`config.mk`:
```
export PLATFORM = sky130hd
export DESIGN_NAME = act_rule_eval
export DESIGN_NICKNAME = d
export VERILOG_FILES = /design/src/rtl/act_chk_pkg.sv /design/src/rtl/act_inj_filter.sv /design/src/rtl/act_rule_eval.sv
export SDC_FILE = /design/constraint.sdc
export NUM_CORES = 1
export LEC_CHECK = 0
export CORE_MARGIN = 5
export CORE_UTILIZATION = 17
export DETAILED_ROUTE_END_ITERATION = 16
export PLACE_DENSITY = 0.84
export REMOVE_ABC_BUFFERS = 1
export SLEW_MARGIN = 20
export SYNTH_ARGS = -nofsm -noshare
export SYNTH_HDL_FRONTEND = slang
export SYNTH_HIERARCHICAL = 1
export SYNTH_SLANG_ARGS = --single-unit
```
`constraint.sdc`:
```
create_clock -name vclk -period 1.7
set_input_delay 0.34 -clock vclk [all_inputs]
set_output_delay 0.34 -clock vclk [all_outputs]
set_load 0.01 [all_outputs]
```
`src/rtl/act_chk_pkg.sv`:
```
package act_chk_pkg;
  localparam int N_RULES = 13;
  localparam int CODE_W  = 4;

  typedef enum logic [1:0] {
    ACT_RUN  = 2'd0,
    ACT_HALT = 2'd1,
    ACT_DOWN = 2'd2,
    ACT_SIPI = 2'd3
  } act_e;

  localparam logic [2:0] EV_EXTINT = 3'd0;
  localparam logic [2:0] EV_NMI    = 3'd2;
  localparam logic [2:0] EV_HWEXC  = 3'd3;

  localparam logic [7:0] VEC_DEBUG = 8'd1;
  localparam logic [7:0] VEC_MCHK  = 8'd18;
endpackage

```
`src/rtl/act_inj_filter.sv`:
```
module act_inj_filter
  import act_chk_pkg::*;
(
  input  logic [1:0] act_low,
  input  logic [2:0] inj_type,
  input  logic [7:0] inj_vector,
  output logic       allowed
);
  logic is_mchk, is_dbg;

  always_comb begin
    is_mchk = (inj_type == EV_HWEXC) && (inj_vector == VEC_MCHK);
    is_dbg  = (inj_type == EV_HWEXC) && (inj_vector == VEC_DEBUG);
    unique case (act_e'(act_low))
      ACT_RUN:  allowed = 1'b1;
      ACT_HALT: allowed = (inj_type == EV_EXTINT) || (inj_type == EV_NMI) || is_dbg || is_mchk;
      ACT_DOWN: allowed = (inj_type == EV_NMI) || is_mchk;
      default:  allowed = 1'b0;
    endcase
  end
endmodule

```
`src/rtl/act_rule_eval.sv`:
```
module act_rule_eval
  import act_chk_pkg::*;
#(
  parameter int ACT_W  = 32,
  parameter int INTR_W = 32
) (
  input  logic [ACT_W-1:0]  act_state,
  input  logic [INTR_W-1:0] intr_state,
  input  logic [1:0]        ss_dpl,
  input  logic              if_flag,
  input  logic              inj_valid,
  input  logic [2:0]        inj_type,
  input  logic [7:0]        inj_vector,
  input  logic              smm_entry_ctl,
  input  logic              vnmi_ctl,
  input  logic              in_smm,
  output logic [N_RULES-1:0] fail_vec
);
  localparam int RSV_LO = 4;

  logic act_oor, is_run, is_halt, is_sipi, inj_ok;
  logic b_sti, b_movss, b_smi, b_nmi, rsv_set;
  logic inj_ext, inj_nmi;

  act_inj_filter u_filt (
    .act_low   (act_state[1:0]),
    .inj_type  (inj_type),
    .inj_vector(inj_vector),
    .allowed   (inj_ok)
  );

  always_comb begin
    act_oor = (act_state > ACT_W'(3));
    is_run  = !act_oor && (act_state[1:0] == ACT_RUN);
    is_halt = !act_oor && (act_state[1:0] == ACT_HALT);
    is_sipi = !act_oor && (act_state[1:0] == ACT_SIPI);
    b_sti   = intr_state[0];
    b_movss = intr_state[1];
    b_smi   = intr_state[2];
    b_nmi   = intr_state[3];
    rsv_set = |intr_state[INTR_W-1:RSV_LO];
    inj_ext = inj_valid && (inj_type == EV_EXTINT);
    inj_nmi = inj_valid && (inj_type == EV_NMI);

    fail_vec[0]  = act_oor;
    fail_vec[1]  = is_halt && (ss_dpl != 2'd0);
    fail_vec[2]  = !is_run && (b_sti || b_movss);
    fail_vec[3]  = !act_oor && inj_valid && !inj_ok;
    fail_vec[4]  = is_sipi && smm_entry_ctl;
    fail_vec[5]  = rsv_set;
    fail_vec[6]  = b_sti && b_movss;
    fail_vec[7]  = b_sti && !if_flag;
    fail_vec[8]  = inj_ext && (b_sti || b_movss);
    fail_vec[9]  = inj_nmi && b_movss;
    fail_vec[10] = b_smi && !in_smm;
    fail_vec[11] = !b_smi && smm_entry_ctl;
    fail_vec[12] = b_nmi && vnmi_ctl && inj_nmi;
  end
endmodule

```
==> results.toml, run 1 <==
[synth]
yosysSeqAreaShare_pct = 0
postSynthCellCount = 59
netlist_area_um2 = 384.1
yosys.area.top_type = "nor4_1"
yosysWarnings = 6
yosysTopAreaCellShare_pct = 22.80
synthTopCellsByCount = "nor4_1, inv_1, nor2_1"
synth.most_common_cell = "nor4_1"
ys_top_cells_by_area = "nor4_1, ha_1, nor4_2, inv_1, nor2_1"
synth.avg_cell_area_um2 = 6.510
synth_cell_types = 24

[floorplan]
boundaryPins = 95
fp-row-count = 17
die_y_um = 57.54
initial_core_util_pct = 17.53
core_um2 = 2191
die-area_um2 = 3310
die_w_um = 57.54

[route]
dr.pass1.iters = 4
ant_nets = 0
vias_per_cell = 4.805
wire_per_inst_um = 16.16
drt_iter0_markers = 17
via_count = 913
wirelength_um = 3070
drc_errors = 0

[setup_path]
worstSetupEndpointType = "output pin"
startpoint_type = "input pin"
critical_path_class = "in2out"
critPathMaxStageDelay_ns = 0.32
critPathMaxFanout = 4
crit_chain = "buf_2 -> nor4_4 -> nand4_1 -> buf_4 -> o32a_1 -> buf_2"
crit_required_ns = 1.36
crit_top_cell = "buf_2"
crit_slowest_cell = "o32a_1"
crit_arrival_ns = 1.59

[pwr]
switchingPower_w = 0.00008561
p_leak_nw = 0.6724
power.internal_w = 0.0001611
seq_power_share_pct = 0
peakVddDrop_v = 0.00009989
power_frac_comb_pct = 100.0
swShare_pct = 34.70
p_per_area_nw_per_um2 = 170.0
p_clk_share_pct = 0

[placed_design]
dp_hpwl_um = 2543
dp.cells = 184
gp_congestion = 0.8429
numPortBuffers = 95

[cells_and_area]
stdcell_count = 190
drive_gt1_share_pct = 43.83
finalNetCount = 249
area_growth_pct = 277.9
nFillCells = 185
diodes = 0
seq_cells = 0
seq_area_um2 = 0
clockBufferCount = 0

[sta]
whs_ns = 1.054
fin_crit_sh_pct = 113.4
hold_violations = 0
relSlewSlack_pct = 81.16
setup_viol_count_final = 4
slew_viol_final = 0
max_freq_ghz = 0.5186
worst_pin_slew_ns = 0.2826
tns_ns = -0.7551
rsz0062_at_grt = "true"
period_needed_ns = 1.928
fin_ws_ns = -0.2284

[flow_run]
cap_violations = 0

[grt]
overflow = 0
grt_start_max_net_pins = 6
grt_pass1_vias = 954
antenna_found_initial = 0
grt_pass1_wl_um = 4471
groute.usage.overall_pct = 16.63

[run_status]
status = "finished, violations left"
violations = "negative setup slack"

[min_path]
hp-start = "intr_state[15]"
min_to = "fail_vec[5]"
hold_class = "in2out"
hold_depth = 4
[cell type report]
cell class	instances	area, µm²	area share, %
Timing Repair Buffer	105	889.6	61.29
Multi-Input combinational cell	51	504.2	34.74
Tap cell	28	35.03	2.414
Inverter	6	22.52	1.552
[worst max path at each step]
stage                        startpoint     endpoint  slack (ns)  depth (start not counted)
after floorplan            act_state[0]  fail_vec[3]       -0.02                          5
after global placement     act_state[0]  fail_vec[3]       -0.95                          7
after detailed placement   act_state[0]  fail_vec[3]       -1.05                          7
after CTS                  act_state[3]  fail_vec[3]       -0.20                          6
after global routing      act_state[24]  fail_vec[3]       -0.30                          6
final                     act_state[17]  fail_vec[2]       -0.23                          6
[critical path, delay by kind of cell]
kind | cells | cell delay, ns
buffers and inverters | 3 | 0.45
AND/OR/NAND/NOR | 2 | 0.47
AO/OA/AOI/OAI | 1 | 0.32
[routing by layer]
layer / share of wire [%] / up-vias / track usage [%]
met5: 0 / - / 0
met4: 0.72 / 0 / 1.325
met3: 9.5 / 2 / 3.167
met2: 56 / 50 / 34.84
met1: 33 / 422 / 17.06
li1: - / 439 / -
[power by group through the flow]
stage | Sequential (W) | Clock (W) | Combinational [W]
3_3_place_gp | 0 | 0 | 0.000257
3_5_place_dp | 0 | 0 | 0.000262
4_1_cts | 0 | 0 | 0.000240
6_report | 0 | 0 | 0.000247
5_1_grt | 0 | 0 | 0.000265
2_1_floorplan | 0 | 0 | 0.0000352
[logic make-up (layout without fill, tap and decap cells)]
| kind of cell | Yosys count | count (layout) | synth area share [%] |
|---|---|---|---|
| adder cells (fa/ha/maj) | 3 | 3 | 9.773 |
| AND/OR/NAND/NOR | 44 | 44 | 71.01 |
| AO/OA/AOI/OAI | 4 | 4 | 9.448 |
| buffers and inverters | 8 | 111 | 9.770 |
[metrics by stage]
| stage | total power [W] | utilization, % | setup slack [ns] | instance area, µm² |
|---|---|---|---|---|
| detailed placement | 0.0002623 | 63.22 | -1.048 | 1385 |
| CTS | 0.0002403 | 64.36 | -0.2030 | 1410 |
| finish | 0.0002467 | 66.25 | -0.2284 | 1451 |
| global placement | 0.0002573 | 63.22 | -0.9517 | 1385 |
| floorplan | 0.00003520 | - | -0.02299 | 369.1 |
| global route | 0.0002649 | 66.25 | -0.2951 | 1451 |
[timing repair]
item                                    in CTS  in global routing
hold buffers                                 0                  0
pin swaps                                   26                 16
endpoints found under the setup margin      13                  9
gates resized for setup                    189                 36
setup buffers                                5                  1
[cell usage in the layout, fill, tap and decap left out, types with 2 or more instances in the layout]
cell type	synthesis	layout
nand4_1	3	3
nand2b_1	2	2
nor2b_1	3	3
nor4_4	0	3
nand2_1	2	2
nor3_1	2	2
dlygate4sd2_1	0	21
nor4_1	14	3
buf_2	0	24
clkdlybuf4s15_1	0	15
inv_1	6	5
clkdlybuf4s50_1	0	16
dlymetal6s2s_1	0	6
buf_4	2	10
clkbuf_2	0	4
buf_6	0	7
nor2_1	6	5
nor4_2	2	10
Power figures use the tool's default switching activity.
==> inputs of run 2 (changes only) <==
--- a/config.mk
+++ b/config.mk
@@ -5,10 +5,12 @@
 export SDC_FILE = /design/constraint.sdc
 export NUM_CORES = 1
 export LEC_CHECK = 0
+export CELL_PAD_IN_SITES_DETAIL_PLACEMENT = 0
+export CELL_PAD_IN_SITES_GLOBAL_PLACEMENT = 1
 export CORE_MARGIN = 5
-export CORE_UTILIZATION = 17
+export CORE_UTILIZATION = 10
 export DETAILED_ROUTE_END_ITERATION = 16
-export PLACE_DENSITY = 0.84
+export PLACE_DENSITY_LB_ADDON = 0.1
 export REMOVE_ABC_BUFFERS = 1
 export SLEW_MARGIN = 20
 export SYNTH_ARGS = -nofsm -noshare
==> run 2 against run 1 <==
- non-clock buffer count is 1 higher
- via count fell by 4.1%
- count of clock-buffer cells in the layout is the same
- utilization shrank 25 points
- fmax rose by 0.92%
- global-route usage decreased by 6.8 points
- cell area up 4.7%
- final cell count grew 11%
- the flow still finishes with violations (negative setup slack)
- first-iteration DRC count fell by 18%
- worst setup slack better by 0.018 ns
- critical path type unchanged
==> results.toml, run 2 (synthesis gave the netlist of run 1 again) <==
[floorplan]
initial_core_util_pct = 10.41
core_um2 = 3689
boundaryPins = 95
die_y_um = 71.98
fp-row-count = 22
die-area_um2 = 5180
die_w_um = 71.98

[sta]
worst_pin_slew_ns = 0.3352
rsz0062_at_grt = "true"
tns_ns = -0.4865
whs_ns = 1.009
max_freq_ghz = 0.5233
fin_crit_sh_pct = 112.4
relSlewSlack_pct = 77.65
period_needed_ns = 1.911
hold_violations = 0
setup_viol_count_final = 4
slew_viol_final = 0
fin_ws_ns = -0.2108

[run_status]
violations = "negative setup slack"
status = "finished, violations left"

[route]
vias_per_cell = 4.152
wirelength_um = 2908
wire_per_inst_um = 13.78
drt_iter0_markers = 14
dr.pass1.iters = 4
drc_errors = 0
via_count = 876
ant_nets = 0

[pwr]
seq_power_share_pct = 0
p_clk_share_pct = 0
p_per_area_nw_per_um2 = 167.3
power.internal_w = 0.0001694
switchingPower_w = 0.00008477
swShare_pct = 33.35
peakVddDrop_v = 0.00006097
p_leak_nw = 0.6722
power_frac_comb_pct = 100.0

[grt]
grt_pass1_wl_um = 4340
overflow = 0
grt_start_max_net_pins = 6
grt_pass1_vias = 952
antenna_found_initial = 0
groute.usage.overall_pct = 9.843

[cells_and_area]
area_growth_pct = 295.4
mostFrequentLayoutCells = "clkdlybuf4s50_1, buf_2, dlygate4sd2_1"
layout_commonest_cell = "clkdlybuf4s50_1"
multiInputGateArea_um2 = 520.5
diodes = 0
final_area_um2 = 1519
seq_area_um2 = 0
seq_cells = 0
clockBufferCount = 0
stdcell_count = 211
finalNetCount = 250
nFillCells = 409
drive_gt1_share_pct = 43.56

[placed_design]
dp_hpwl_um = 2455
gp_congestion = 0.7582
numPortBuffers = 95
dp.cells = 207
placed_area_um2 = 1433

[min_path]
hold_class = "in2out"

[setup_path]
worstSetupEndpointType = "output pin"
crit_required_ns = 1.36
critPathMaxFanout = 3
critical_path_class = "in2out"
crit_arrival_ns = 1.57
startpoint_type = "input pin"

[flow_run]
cap_violations = 0

[clock_network]
ctsHoldBuffers = 0
run 2: cell count changes in the layout (fill, tap and decap cells not counted), sizes merged:
cell           before  now
buf                42   43
clkdlybuf4s15      16   10
clkdlybuf4s50      16   24
dlymetal6s2s        6    4
run 2: timing repair:
item	CTS	global route
buffers inserted	3	1
cloned	0	0
setup endpoints to repair	13	10
endpoints found under the hold margin	0	0
pin swaps	29	22
gates resized for setup	183	33
run 2: final cells by class:
| cell class | instances | share of cell area (%) |
|---|---|---|
| inverter | 6 | 1.483 |
| multi-input combinational | 51 | 34.27 |
| tap | 48 | 3.954 |
| timing repair buffer | 106 | 60.30 |
run 2: layer usage:
layer  track usage, %  share of wire, %  vias to the layer above
met1            12.02                36                      382
met4                0                 0                        0
met2            18.67                54                       53
met5                0                 0                        -
met3            2.078               9.9                        0
li1                 -                 -                      441
run 2: worst max-delay path: stages:
cell and delay, ns:
clkdlybuf4s15_1 0.21, and3b_1 0.21, o2111ai_2 0.23, a311oi_2 0.17, nor4b_4 0.24, buf_2 0.17
run 2: final timing paths:
path / start / to / slack, ns / cells past startpoint
worst min-delay path: intr_state[15] / fail_vec[5] / 1.01 / 4
worst max-delay path: inj_vector[4] / fail_vec[3] / -0.21 / 6
run 2: metrics by stage:
step | power, W | worst slack, ns | utilization (%)
floorplan | 0.00003520 | -0.02299 | -
global placement | 0.0002599 | -0.9357 | 38.84
detailed placement | 0.0002630 | -0.9782 | 38.84
CTS | 0.0002346 | -0.2233 | 38.13
global route | 0.0002742 | -0.2948 | 41.18
finish | 0.0002541 | -0.2108 | 41.18
run 2: power groups by stage:
stage / Sequential, W / Combinational, W / Clock [W]
2_1_floorplan: 0 / 0.0000352 / 0
3_3_place_gp: 0 / 0.000260 / 0
3_5_place_dp: 0 / 0.000263 / 0
4_1_cts: 0 / 0.000235 / 0
5_1_grt: 0 / 0.000274 / 0
6_report: 0 / 0.000254 / 0
